File: config.mk
export PLATFORM = sky130hd
export DESIGN_NAME = uart_irq_unit
export DESIGN_NICKNAME = d
export VERILOG_FILES = /design/src/rtl/uirq_pkg.sv /design/src/rtl/uirq_cts_toggle.sv /design/src/rtl/uirq_status_bank.sv /design/src/rtl/uirq_enable_reg.sv /design/src/rtl/uart_irq_unit.sv
export SDC_FILE = /design/constraint.sdc
export NUM_CORES = 1
export LEC_CHECK = 0
export BUFFER_PORTS_ARGS = -buffer_cell sky130_fd_sc_hd__buf_2
export CORE_MARGIN = 5
export CORE_UTILIZATION = 50
export CTS_CLUSTER_SIZE = 8
export DETAILED_ROUTE_END_ITERATION = 10
export PLACE_DENSITY = 0.91
export RECOVER_POWER = 25
export SYNTH_ARGS = -nofsm -noshare
export SYNTH_HDL_FRONTEND = slang
export SYNTH_SLANG_ARGS = --single-unit
export TNS_END_PERCENT = 20
File: constraint.sdc
create_clock -name clk -period 1.1 [get_ports clk]
set_input_delay 0.055 -clock clk [delete_from_list [all_inputs] [get_ports clk]]
set_output_delay 0.055 -clock clk [all_outputs]
set_load 0.01 [all_outputs]
File: src/rtl/uirq_pkg.sv
package uirq_pkg;

   localparam int UIRQ_NSRC = 14;

   localparam int B_TXH_EMPTY   = 0;
   localparam int B_RXH_FULL    = 1;
   localparam int B_TXF_LOW     = 2;
   localparam int B_TXF_EMPTY   = 3;
   localparam int B_RXF_HIGH    = 4;
   localparam int B_RXF_FULL    = 5;
   localparam int B_TX_UNDER    = 6;
   localparam int B_RX_OVER     = 7;
   localparam int B_PAR_ERR     = 8;
   localparam int B_FRM_ERR     = 9;
   localparam int B_CTS_CHG     = 10;
   localparam int B_RX_IDLE     = 11;
   localparam int B_BRK_END     = 12;
   localparam int B_BUS_ERR     = 13;

   localparam logic [UIRQ_NSRC-1:0] RX_GRP_MASK =
      (UIRQ_NSRC'(1) << B_RXF_HIGH) | (UIRQ_NSRC'(1) << B_RXF_FULL) |
      (UIRQ_NSRC'(1) << B_RX_OVER)  | (UIRQ_NSRC'(1) << B_PAR_ERR)  |
      (UIRQ_NSRC'(1) << B_FRM_ERR)  | (UIRQ_NSRC'(1) << B_RX_IDLE);

   localparam logic [UIRQ_NSRC-1:0] TX_GRP_MASK =
      (UIRQ_NSRC'(1) << B_TXF_LOW) | (UIRQ_NSRC'(1) << B_TXF_EMPTY) |
      (UIRQ_NSRC'(1) << B_TX_UNDER);

   typedef enum logic [1:0] {
      SEL_ENABLE = 2'd0,
      SEL_STATUS = 2'd1,
      SEL_GROUP  = 2'd2,
      SEL_NONE   = 2'd3
   } reg_sel_e;

   // bit positions inside a group-enable write word
   localparam int GW_RX_VAL   = 0;
   localparam int GW_TX_VAL   = 1;
   localparam int GW_RX_APPLY = 2;
   localparam int GW_TX_APPLY = 3;

endpackage

File: src/rtl/uirq_cts_toggle.sv
module uirq_cts_toggle #(
   parameter int   STAGES = 2,
   parameter logic IDLE   = 1'b1
) (
   input  logic clk,
   input  logic rst,
   input  logic line_i,
   output logic toggle_o
);

   if (STAGES > 4) begin : g_bad_stages
      $error("uirq_cts_toggle: STAGES must be 0 to 4");
   end

   logic line_s;
   logic prev_q;

   if (STAGES == 0) begin : g_direct
      assign line_s = line_i;
   end else if (STAGES == 1) begin : g_one
      logic s_q;
      always_ff @(posedge clk) begin
         if (rst) s_q <= IDLE;
         else     s_q <= line_i;
      end
      assign line_s = s_q;
   end else begin : g_chain
      logic [STAGES-1:0] s_q;
      always_ff @(posedge clk) begin
         if (rst) s_q <= {STAGES{IDLE}};
         else     s_q <= {s_q[STAGES-2:0], line_i};
      end
      assign line_s = s_q[STAGES-1];
   end

   always_ff @(posedge clk) begin
      if (rst) prev_q <= IDLE;
      else     prev_q <= line_s;
   end

   assign toggle_o = (line_s != prev_q);


   toggle_single_chk: assert property (@(posedge clk) disable iff (rst)
      toggle_o |=> !toggle_o || (STAGES == 0));

endmodule

File: src/rtl/uirq_status_bank.sv
module uirq_status_bank #(
   parameter int N = 14
) (
   input  logic         clk,
   input  logic         rst,
   input  logic [N-1:0] set_i,
   input  logic [N-1:0] clr_i,
   output logic [N-1:0] stat_o
);

   if (N < 1) begin : g_bad_n
      $error("uirq_status_bank: N must be positive");
   end

   logic [N-1:0] stat_q;

   for (genvar i = 0; i < N; i++) begin : g_bit
      always_ff @(posedge clk) begin
         if (rst)           stat_q[i] <= 1'b0;
         else if (set_i[i]) stat_q[i] <= 1'b1;
         else if (clr_i[i]) stat_q[i] <= 1'b0;
      end


      sticky_hold_chk: assert property (@(posedge clk) disable iff (rst)
         stat_q[i] && !clr_i[i] |=> stat_q[i]);


      set_wins_chk: assert property (@(posedge clk) disable iff (rst)
         set_i[i] |=> stat_q[i]);


      clear_bit_chk: assert property (@(posedge clk) disable iff (rst)
         clr_i[i] && !set_i[i] |=> !stat_q[i]);
   end

   assign stat_o = stat_q;

endmodule

File: src/rtl/uirq_enable_reg.sv
module uirq_enable_reg #(
   parameter int           N       = 14,
   parameter logic [N-1:0] RX_MASK = '0,
   parameter logic [N-1:0] TX_MASK = '0
) (
   input  logic         clk,
   input  logic         rst,
   input  logic         full_we,
   input  logic [N-1:0] full_d,
   input  logic         grp_we,
   input  logic         rx_apply,
   input  logic         rx_val,
   input  logic         tx_apply,
   input  logic         tx_val,
   output logic [N-1:0] en_o
);

   localparam logic [N-1:0] KEEP_MASK = ~(RX_MASK | TX_MASK);

   if ((RX_MASK & TX_MASK) != '0) begin : g_bad_overlap
      $error("uirq_enable_reg: group masks overlap");
   end

   logic [N-1:0] en_q;
   logic [N-1:0] grp_next;

   always_comb begin
      grp_next = en_q;
      if (rx_apply) grp_next = (grp_next & ~RX_MASK) | (rx_val ? RX_MASK : '0);
      if (tx_apply) grp_next = (grp_next & ~TX_MASK) | (tx_val ? TX_MASK : '0);
   end

   always_ff @(posedge clk) begin
      if (rst)          en_q <= '0;
      else if (full_we) en_q <= full_d;
      else if (grp_we)  en_q <= grp_next;
   end

   assign en_o = en_q;


   grp_keep_chk: assert property (@(posedge clk) disable iff (rst)
      grp_we && !full_we |=> (en_q & KEEP_MASK) == ($past(en_q) & KEEP_MASK));


   grp_rx_chk: assert property (@(posedge clk) disable iff (rst)
      grp_we && !full_we && rx_apply |=> (en_q & RX_MASK) == ($past(rx_val) ? RX_MASK : '0));

endmodule

File: src/rtl/uart_irq_unit.sv
module uart_irq_unit
   import uirq_pkg::*;
#(
   parameter int   NUM_SRC    = 14,
   parameter int   CTS_STAGES = 2,
   parameter logic CTS_IDLE   = 1'b1
) (
   input  logic               clk,
   input  logic               rst,
   input  logic               reg_wr,
   input  logic [1:0]         reg_sel,
   input  logic [NUM_SRC-1:0] reg_wdata,
   output logic [NUM_SRC-1:0] reg_rdata,
   input  logic [NUM_SRC-1:0] evt_i,
   input  logic               cts_i,
   output logic               irq_o
);

   if (NUM_SRC != UIRQ_NSRC) begin : g_bad_nsrc
      $error("uart_irq_unit: NUM_SRC must match the fixed source map");
   end

   localparam logic [NUM_SRC-1:0] CTS_MASK = NUM_SRC'(1) << B_CTS_CHG;

   reg_sel_e         sel;
   logic             cts_tgl;
   logic [NUM_SRC-1:0] set_v, clr_v, stat, en;
   logic             irq_q;

   assign sel = reg_sel_e'(reg_sel);

   uirq_cts_toggle #(.STAGES(CTS_STAGES), .IDLE(CTS_IDLE)) u_cts (
      .clk      (clk),
      .rst      (rst),
      .line_i   (cts_i),
      .toggle_o (cts_tgl)
   );

   assign set_v = (evt_i & ~CTS_MASK) | (cts_tgl ? CTS_MASK : '0);
   assign clr_v = (reg_wr && sel == SEL_STATUS) ? reg_wdata : '0;

   uirq_status_bank #(.N(NUM_SRC)) u_stat (
      .clk    (clk),
      .rst    (rst),
      .set_i  (set_v),
      .clr_i  (clr_v),
      .stat_o (stat)
   );

   uirq_enable_reg #(
      .N       (NUM_SRC),
      .RX_MASK (RX_GRP_MASK),
      .TX_MASK (TX_GRP_MASK)
   ) u_en (
      .clk      (clk),
      .rst      (rst),
      .full_we  (reg_wr && sel == SEL_ENABLE),
      .full_d   (reg_wdata),
      .grp_we   (reg_wr && sel == SEL_GROUP),
      .rx_apply (reg_wdata[GW_RX_APPLY]),
      .rx_val   (reg_wdata[GW_RX_VAL]),
      .tx_apply (reg_wdata[GW_TX_APPLY]),
      .tx_val   (reg_wdata[GW_TX_VAL]),
      .en_o     (en)
   );

   always_ff @(posedge clk) begin
      if (rst) irq_q <= 1'b0;
      else     irq_q <= |(stat & en);
   end

   assign irq_o = irq_q;

   always_comb begin
      case (sel)
         SEL_ENABLE: reg_rdata = en;
         SEL_STATUS: reg_rdata = stat;
         default:    reg_rdata = '0;
      endcase
   end


   irq_follow_chk: assert property (@(posedge clk) disable iff (rst)
      1'b1 |=> irq_o == $past(|(stat & en)));


   cts_sets_chk: assert property (@(posedge clk) disable iff (rst)
      cts_tgl |=> stat[B_CTS_CHG]);


   none_sel_chk: assert property (@(posedge clk) disable iff (rst)
      reg_wr && sel == SEL_NONE |=> en == $past(en));

endmodule

==> flow_summary.json, run 1 <==
{
  "outcome": "finished, final reports clean",
  "cp.required_ns": 1.04,
  "hold_class": "primary input to flop",
  "h-tree-depth": 2,
  "clock_latency_ns": 0.32,
  "rows": 20,
  "min_period_ns": 1.07,
  "die_h_um": 65.6,
  "drtPass1Iterations": 4,
  "end_kind": "output pin",
  "grt-ovfl-total": 0,
  "worst_ir_drop_vdd_v": 0.000853,
  "viasPerCell": 5.69,
  "syn_nets": 209,
  "final-hold-violation-count": 0,
  "avgSynthCellArea_um2": 8.84,
  "yosysSeqAreaShare_pct": 41.4,
  "ys_types": 26,
  "grt_pass1_vias": 1547,
  "ant_nets": 0,
  "syn_inst": 175,
  "n_antenna_cell": 0,
  "multiInputGateArea_um2": 805,
  "vias": 1616,
  "maxCapViolCount": 0,
  "finalSetupViolCount": 0,
  "fin_area_um2": 2170,
  "ff2ff_setup_slack_ns": 0.05,
  "grt_max_degree": 33,
  "dp_slack_ns": -0.0267,
  "grt_pass1_wl_um": 7040,
  "hold_end": "u_en.en_o[10]$_SDFFE_PP0P_",
  "fillers": 224,
  "drt_wl_total_um": 4380,
  "arrival_ns": 1.01,
  "leakagePower_nw": 0.947,
  "die_area_um2": 4310,
  "grt_use_total_pct": 21.3,
  "final.setup.worst_slack_ns": 0.0336,
  "whs_ns": 0.0115,
  "yosys_warnings": 0,
  "numCtsBuffers": 5,
  "cp-start-kind": "flop",
  "clockRootBuffer": "clkbuf_4",
  "coreArea_um2": 3000,
  "clk_pin_slew_worst_paths_ns": 0.09,
  "routedWlPerCell_um": 15.4,
  "r2r_cells": 3,
  "crit_fanout": 3,
  "die_w_um": 65.6,
  "skew_ns": 0.00450,
  "final_cell_mix": "buf_2 (47), nor2_1 (33), dfxtp_2 (25), dlygate4sd3_1 (23), mux2i_1 (19)",
  "area_growth_pct": 40.1,
  "io_pins": 49,
  "tritoncts": "yes",
  "place_area_um2": 1830,
  "critPathKind": "flop to output pin",
  "final_common_cell": "buf_2",
  "r2r-end": "irq_o$_SDFF_PP0_",
  "dp_hpwl_um": 2850,
  "drc_errors": 0,
  "ys_ff_latch": 32,
  "place_congestion": 0.846,
  "drv_slew": 0,
  "worstReg2RegStart": "u_en.en_o[7]$_SDFFE_PP0P_",
  "tns_ns": 0,
  "power.total_w": 0.00251,
  "min_from": "reg_wdata[10]",
  "tightest_slew_ns": 0.570,
  "initial_utilization_pct": 51.5,
  "final-seq-area_um2": 672,
  "first_iter_violations": 107,
  "period_share_pct": 96.9,
  "maxSlewHeadroom_pct": 62.0,
  "fin_nets": 285,
  "clock_sinks": 32,
  "rsz0062_at_grt": "true",
  "drive_gt1_share_pct": 38.2,
  "antenna_found_initial": 0,
  "min_path_cells": 3,
  "synth_area_um2": 1550,
  "fmax_ghz": 0.938,
  "port_buffers": 47,
  "power.density_nw_per_um2": 1160,
  "clockBufferDepth": 2
}
## cells in the mapped netlist
cell | n | area (um2)
nor2_1 | 33 | 124
dfxtp_1 | 32 | 641
mux2i_1 | 19 | 190
a21oi_1 | 16 | 80.1
nand4b_1 | 14 | 123
a221oi_1 | 10 | 87.6
inv_1 | 9 | 33.8
clkbuf_1 | 6 | 22.5
nand2_1 | 6 | 22.5
o21ai_1 | 4 | 20.0
a22oi_1 | 3 | 22.5
buf_6 | 3 | 33.8
or2_2 | 3 | 18.8
a22o_1 | 2 | 17.5
buf_2 | 2 | 10.0
buf_4 | 2 | 15.0
nand2b_1 | 2 | 12.5
a31oi_1 | 1 | 6.26
and2b_1 | 1 | 7.51
and3_1 | 1 | 6.26
nand3b_1 | 1 | 7.51
nor2b_1 | 1 | 6.26
nor3b_4 | 1 | 18.8
o211ai_1 | 1 | 7.51
o21ai_0 | 1 | 5.00
xor2_1 | 1 | 8.76
## sequential cells by signal, summed over array words and instances, names as in the netlist
| signal | cells |
|---|---|
| irq_o | 1 |
| u_stat.stat_o | 14 |
| u_en.en_o | 14 |
| u_cts.g_chain.s_q | 2 |
| u_cts.prev_q | 1 |
## final cells by class
class	instances	share of cell area (%)
inverters	9	1.56
flip-flops and latches	32	31.0
well taps	33	1.90
multi-input cells	121	37.1
clock buffers	7	3.00
repair buffers	82	25.4
## worst max-delay path, cell delays in order, from the launching register on
cell	delay, ns
dfxtp_2	0.36
mux2i_1	0.08
nor2_1	0.10
buf_2	0.14
## stage by stage
step                      cells  util, %
after floorplan             175        -
after global placement      253     60.8
after detailed placement    253     60.8
after CTS                   283     71.1
after global routing        284     72.2
final                       284     72.2
## where the power goes
part           switching (W)  internal (W)  total, W
sequential         0.0000587       0.00124   0.00130
clock               0.000370      0.000362  0.000732
combinational       0.000227      0.000250  0.000477
total               0.000656       0.00186   0.00251
## cell families after synthesis
family                    count (synthesis)  share of synthesized area [%]
and+or+nand+nor                          63                           22.4
AOI/OAI and AO/OA                        38                           15.9
DFF                                      32                           41.4
buffers and inverters                    22                           7.44
muxes                                    19                           12.3
xor gates and xnor gates                  1                          0.566
## layer usage
metal	GRT usage, %	vias up	wire [um]	part of all wire, %
li1	-	780	-	-
met1	24.1	750	1720	39
met2	36.8	68	2240	51
met3	4.44	18	251	5.7
met4	12.2	0	176	4.0
met5	0	-	0	0
## how the worst max path moves through the flow
stage	from	endpoint	cells past startpoint
2_1_floorplan	u_en.en_o[7]$_SDFFE_PP0P_	irq_o$_SDFF_PP0_	3
3_3_place_gp	u_en.en_o[7]$_SDFFE_PP0P_	irq_o$_SDFF_PP0_	3
3_5_place_dp	u_en.en_o[7]$_SDFFE_PP0P_	irq_o$_SDFF_PP0_	3
4_1_cts	u_en.en_o[11]$_SDFFE_PP0P_	reg_rdata[11]	3
5_1_grt	u_en.en_o[11]$_SDFFE_PP0P_	reg_rdata[11]	3
6_report	u_stat.stat_o[3]$_SDFFE_PP0P_	reg_rdata[3]	3
## what timing repair did
item / CTS / global route
hold endpoints to repair: 23 / 0
gates cloned: 0 / 0
hold buffers: 23 / 0
setup endpoints to repair: 2 / 14
setup buffers: 0 / 1
gates resized for setup: 4 / 24
(Power assumes the default switching activity.)
==> inputs of run 2 (changes only) <==
Settings changed: CORE_UTILIZATION 50 to 51, SYNTH_HIERARCHICAL from default to 1.
==> run 2 against run 1 <==
  * The flow now finishes with violations (setup timing)
  * Sequential power barely moved
  * Routed wire length is 19% higher
  * Synthesized area up 11%
==> flow_summary.json, run 2 <==
{
  "async_flop_share_pct": 0,
  "die_h_um": 68.0,
  "numCtsBuffers": 5,
  "leakagePower_nw": 1.15,
  "crit_buf_inv": 2,
  "dp_hpwl_um": 3120,
  "cp-start-kind": "flop",
  "clockRootBuffer": "clkbuf_4",
  "drive_gt1_share_pct": 43.2,
  "initial_utilization_pct": 51.9,
  "place_congestion": 0.824,
  "drt_wl_total_um": 5230,
  "tritoncts": "yes",
  "outcome": "finished, violations left",
  "grt-ovfl-total": 0,
  "rsz0062_at_grt": "true",
  "pwr-share-seq_pct": 46.6,
  "clockBufferDepth": 2,
  "hold_class": "primary input to flop",
  "maxSlewHeadroom_pct": 52.7,
  "tightest_slew_ns": 0.710,
  "syn_inst": 183,
  "maxCapViolCount": 0,
  "fin_nets": 306,
  "antenna_found_initial": 0,
  "slowest_delay_ns": 0.35,
  "layout.cells.non_filler": 319,
  "cp.required_ns": 1.04,
  "combPwrFrac_pct": 21.1,
  "p_clk_share_pct": 32.2,
  "h-tree-depth": 2,
  "grt_max_degree": 33,
  "drc_errors": 0,
  "grt_pass1_vias": 1750,
  "avgSynthCellArea_um2": 9.39,
  "clock_latency_ns": 0.34,
  "violations": "setup timing",
  "crit_fanout": 2,
  "viasPerCell": 5.30,
  "ys_top_cells_by_area": "dfxtp_1 (37%), mux2i_1 (11%), a2111oi_2 (7.0%)",
  "clk_pin_slew_worst_paths_ns": 0.10,
  "final.setup.worst_slack_ns": -0.0942,
  "clock_sinks": 32,
  "final_cell_mix": "buf_2 (47), dfxtp_2 (27), dlygate4sd3_1 (23), inv_1 (23), nor2_1 (19)",
  "n_antenna_cell": 0,
  "finalSetupViolCount": 8,
  "arrival_ns": 1.14,
  "yosys_warnings": 6,
  "dp_cells": 286,
  "die_area_um2": 4630,
  "fmax_ghz": 0.837,
  "power.density_nw_per_um2": 1130,
  "ys.flop_type": "dfxtp_1",
  "crit_path_top_delay_cell": "dfxtp_2",
  "io_pins": 49,
  "ant_nets": 0,
  "drv_slew": 0,
  "power_switching_share_pct": 27.5,
  "synth_most_common_cell": "dfxtp_1",
  "final-hold-violation-count": 0,
  "yosys-top-cells-count": "dfxtp_1 (32), inv_1 (23), mux2i_1 (19), nor2_1 (19)",
  "area_growth_pct": 43.9,
  "grt_pass1_wl_um": 7800,
  "routedWlPerCell_um": 16.4,
  "end_kind": "output pin",
  "skew_ns": 0.00728,
  "whs_ns": 0.0259,
  "worst_ir_drop_vdd_v": 0.000622,
  "die_w_um": 68.0,
  "grt_use_total_pct": 22.6,
  "vias": 1692,
  "crit_family": "flip-flops",
  "drtPass1Iterations": 4,
  "first_iter_violations": 107,
  "period_share_pct": 109,
  "synth_top_area_cell": "dfxtp_1",
  "critPathKind": "flop to output pin",
  "ys_types": 26,
  "syn_nets": 217,
  "synth_area_um2": 1720,
  "synth-edff-count": 0,
  "final_common_cell": "buf_2",
  "synth_top_area_share_pct": 37.3,
  "yosysSeqAreaShare_pct": 37.3,
  "ys_ff_latch": 32,
  "timing.critical_path.cells": "buf_6 -> mux2i_4 -> nor2_1 -> buf_2",
  "min_period_ns": 1.19,
  "port_buffers": 47,
  "power.net_switching_w": 0.000771,
  "rows": 21,
  "p_int_w": 0.00203,
  "coreArea_um2": 3310
}
[run 2: cell types whose count changed after synthesis, sizes merged, moves of 2 or more]
cell	change
a211oi	+9
nor2	-13
a21oi	-2
inv	+14
nand2b	+12
and2	+14
o21ai	-5
a2111oi	+9
clkbuf	-6
nand4b	-14
nand2	-5
a221oi	-8
buf	+4
[run 2: final timing paths]
path / cells past startpoint / endpoint / slack (ns) / startpoint
hold / removal: 3 / u_en/en_o[3]$_SDFFE_PP0P_ / 0.03 / reg_wdata[3]
hold reg to reg: 1 / u_cts/prev_q$_SDFF_PP1_ / 0.47 / u_cts/g_chain.s_q[1]$_SDFF_PP1_
setup / recovery: 4 / reg_rdata[11] / -0.09 / u_en/en_o[11]$_SDFFE_PP0P_
setup reg to reg: 3 / irq_o$_SDFF_PP0_ / 0.01 / u_en/en_o[5]$_SDFFE_PP0P_
[run 2: area by class of cell]
class,count,area [um2]
fillers,228,838
clock inverters,2,35.0
multi-input cells,117,931
well taps,46,57.6
clock buffers,6,41.3
inverters,23,86.3
flip-flops and latches,32,674
repair buffers,93,647
[run 2: cell families after synthesis]
| group | synth area share, % |
|---|---|
| and+or+nand+nor | 20.5 |
| xor gates and xnor gates | 0.510 |
| buffers and inverters | 10.3 |
| AOI/OAI and AO/OA | 20.3 |
| DFF | 37.3 |
| muxes | 11.1 |
[run 2: tightest hold or removal path: cells and delay by family]
| kind | cells | cell delay [ns] |
|---|---|---|
| compound gates | 1 | 0.06 |
| buf+inv | 2 | 0.21 |
[run 2: metrics by stage]
| step | worst slack [ns] | total power (W) | utilization (%) | TNS (ns) | area (um2) |
|---|---|---|---|---|---|
| 6_report | -0.0942 | 0.00280 | 74.7 | -0.341 | 2470 |
| 5_1_grt | -0.141 | 0.00291 | 74.7 | -1.29 | 2470 |
| 4_1_cts | -0.0875 | 0.00273 | 72.8 | -0.276 | 2410 |
| 3_5_place_dp | -0.0925 | 0.00179 | 63.1 | -0.998 | 2090 |
| 3_3_place_gp | -0.0309 | 0.00177 | 63.1 | -0.168 | 2090 |
| 2_1_floorplan | -0.138 | 0.00160 | - | -1.37 | 1740 |
[run 2: per-layer routing]
| layer | global-route usage (%) | routed length [um] | vias up |
|---|---|---|---|
| met5 | 0 | 0 | - |
| met4 | 13.4 | 161 | 0 |
| met3 | 6.57 | 320 | 14 |
| met2 | 38.1 | 2720 | 77 |
| met1 | 24.8 | 2030 | 794 |
| li1 | - | - | 807 |
[run 2: power groups by stage]
| stage | registers, W | clock network (W) | logic, W |
|---|---|---|---|
| detailed placement | 0.00131 | 0 | 0.000478 |
| global route | 0.00132 | 0.000956 | 0.000639 |
| floorplan | 0.00130 | 0 | 0.000295 |
| global placement | 0.00131 | 0 | 0.000461 |
| CTS | 0.00129 | 0.000898 | 0.000546 |
| finish | 0.00131 | 0.000904 | 0.000592 |
[run 2: timing repair]
item | CTS | global route
endpoints found under the hold margin | 23 | 0
setup endpoints to repair | 6 | 19
hold buffers | 23 | 0
pin swaps | 1 | 4
gates resized for setup | 7 | 28
setup buffers | 0 | 2
==> inputs of run 3 (changes only) <==
Settings changed: CORE_UTILIZATION 51 to 45, PLACE_DENSITY 0.91 to 0.83.
==> run 3 against run 2 <==
  * Setup slack better by 0.098 ns
  * Power is 0.61% lower
  * The flow now finishes without violations
  * Register-to-register slack better by 0.06 ns
  * Critical path depth stayed put
  * First-iteration DRC count is 61% lower
  * Critical path type unchanged
  * Clock skew is 0.0013 ns lower
  * Design area is 6.3% lower
  * Largest power group unchanged
  * Highest routed layer unchanged
  * Core utilization is 12 points lower
  * Final cell count is 4.4% lower
  * Combinational power is 15% lower
==> flow_summary.json, run 3 (synthesis results as in run 2) <==
{
  "grt_use_total_pct": 17.3,
  "ff2ff_setup_slack_ns": 0.07,
  "place_congestion": 0.790,
  "die_w_um": 71.8,
  "clk_pin_slew_worst_paths_ns": 0.07,
  "dp_hpwl_um": 3020,
  "ant_nets": 0,
  "outcome": "finished, final reports clean",
  "grt_pass1_wl_um": 6920,
  "leakagePower_nw": 1.09,
  "coreArea_um2": 3690,
  "tritoncts": "yes",
  "grt.met1_usage_pct": 21.1,
  "area_growth_pct": 34.9,
  "grt_max_degree": 33,
  "grt_busiest_layer": "met2",
  "drt_wl_total_um": 4230,
  "clockBufferDepth": 2,
  "vias": 1509,
  "dp_cells": 284,
  "fin_nets": 291,
  "drv_slew": 0,
  "die_h_um": 71.8,
  "finalSetupViolCount": 0,
  "fmax_ghz": 0.913,
  "numCtsBuffers": 5,
  "min_period_ns": 1.10,
  "period_share_pct": 99.6,
  "final_cell_mix": "buf_2 (46), inv_1 (23), dfxtp_1 (21), mux2i_1 (19), nor2_1 (19)",
  "h-tree-depth": 2,
  "use_met2_pct": 28.3,
  "hold_class": "primary input to flop",
  "drive_gt1_share_pct": 37.7,
  "end_kind": "output pin",
  "initial_utilization_pct": 46.6,
  "first_iter_violations": 42,
  "maxCapViolCount": 0,
  "grt_pass1_vias": 1483,
  "clockRootBuffer": "clkbuf_8",
  "critPathKind": "flop to output pin",
  "routedWlPerCell_um": 13.9,
  "power.total_w": 0.00279,
  "drtPass1Iterations": 4,
  "final-hold-violation-count": 0,
  "drc_errors": 0,
  "arrival_ns": 1.04,
  "viasPerCell": 4.95,
  "rsz0062_at_grt": "true",
  "power.density_nw_per_um2": 1200,
  "timing.critical_path.cells": "buf_4 -> mux2i_1 -> nor2_1 -> buf_2",
  "tightest_slew_ns": 0.708,
  "layout.cells.non_filler": 305,
  "port_buffers": 47,
  "skew_ns": 0.00595,
  "clock_sinks": 32,
  "slowest_delay_ns": 0.32,
  "cp-start-kind": "flop",
  "worst_ir_drop_vdd_v": 0.000847,
  "antenna_found_initial": 0,
  "final_common_cell": "buf_2",
  "n_antenna_cell": 0,
  "clock_latency_ns": 0.28,
  "maxSlewHeadroom_pct": 52.8,
  "rows": 22,
  "die_area_um2": 5150,
  "grt_util_met3_pct": 4.77,
  "crit_path_top_delay_cell": "dfxtp_2",
  "io_pins": 49,
  "cp.required_ns": 1.04,
  "crit_fanout": 2,
  "grt-ovfl-total": 0
}
[run 3: layer usage]
| layer | share of wire (%) | vias to the layer above | routed length, um |
|---|---|---|---|
| met2 | 46 | 43 | 1930 |
| li1 | - | 771 | - |
| met3 | 6.0 | 9 | 253 |
| met5 | 0 | - | 0 |
| met1 | 46 | 686 | 1960 |
| met4 | 1.9 | 0 | 80 |
[run 3: power by group]
group	internal, W	switching, W
Combinational	0.000262	0.000242
Sequential	0.00124	0.0000584
Clock	0.000557	0.000425
Total	0.00206	0.000726
[run 3: worst paths after layout]
kind | start | to | depth (start not counted)
max reg2reg | u_en/en_o[5]$_SDFFE_PP0P_ | u_en/en_o[5]$_SDFFE_PP0P_ | 3
min reg2reg | u_cts/g_chain.s_q[0]$_SDFF_PP1_ | u_cts/g_chain.s_q[1]$_SDFF_PP1_ | 1
max | u_en/en_o[8]$_SDFFE_PP0P_ | reg_rdata[8] | 4
min | evt_i[2] | u_stat/stat_o[2]$_SDFFE_PP0P_ | 3
[run 3: worst max-delay path, delay by kind of cell, from the launching register on]
family / cells / cell delay, ns
DFF: 1 / 0.32
muxes: 1 / 0.12
buffers and inverters: 2 / 0.27
and+or+nand+nor: 1 / 0.05
[run 3: layout make-up]
type | instances | area, um2
well taps | 48 | 60.1
multi-input cells | 117 | 923
flip-flops and latches | 32 | 654
fillers | 349 | 1370
inverters | 23 | 86.3
clock buffers | 7 | 96.3
repair buffers | 78 | 497
[run 3: repair_timing]
item	CTS	global route
endpoints found under the setup margin	4	11
gates resized for setup	2	12
hold buffers	13	0
hold endpoints to repair	13	0
buffers inserted	0	1
[run 3: metrics by stage]
| step | setup TNS (ns) | instance area (um2) | hold slack (ns) | utilization [%] | worst slack [ns] |
|---|---|---|---|---|---|
| floorplan | -1.37 | 1740 | 0.124 | - | -0.138 |
| global placement | -0.410 | 2060 | 0.233 | 55.9 | -0.0488 |
| detailed placement | -1.10 | 2060 | 0.246 | 55.9 | -0.0789 |
| CTS | -0.0179 | 2290 | 0.0168 | 62.2 | -0.0115 |
| global route | -0.109 | 2320 | 0.0294 | 62.8 | -0.0369 |
| finish | 0 | 2320 | 0.0260 | 62.8 | 0.00422 |
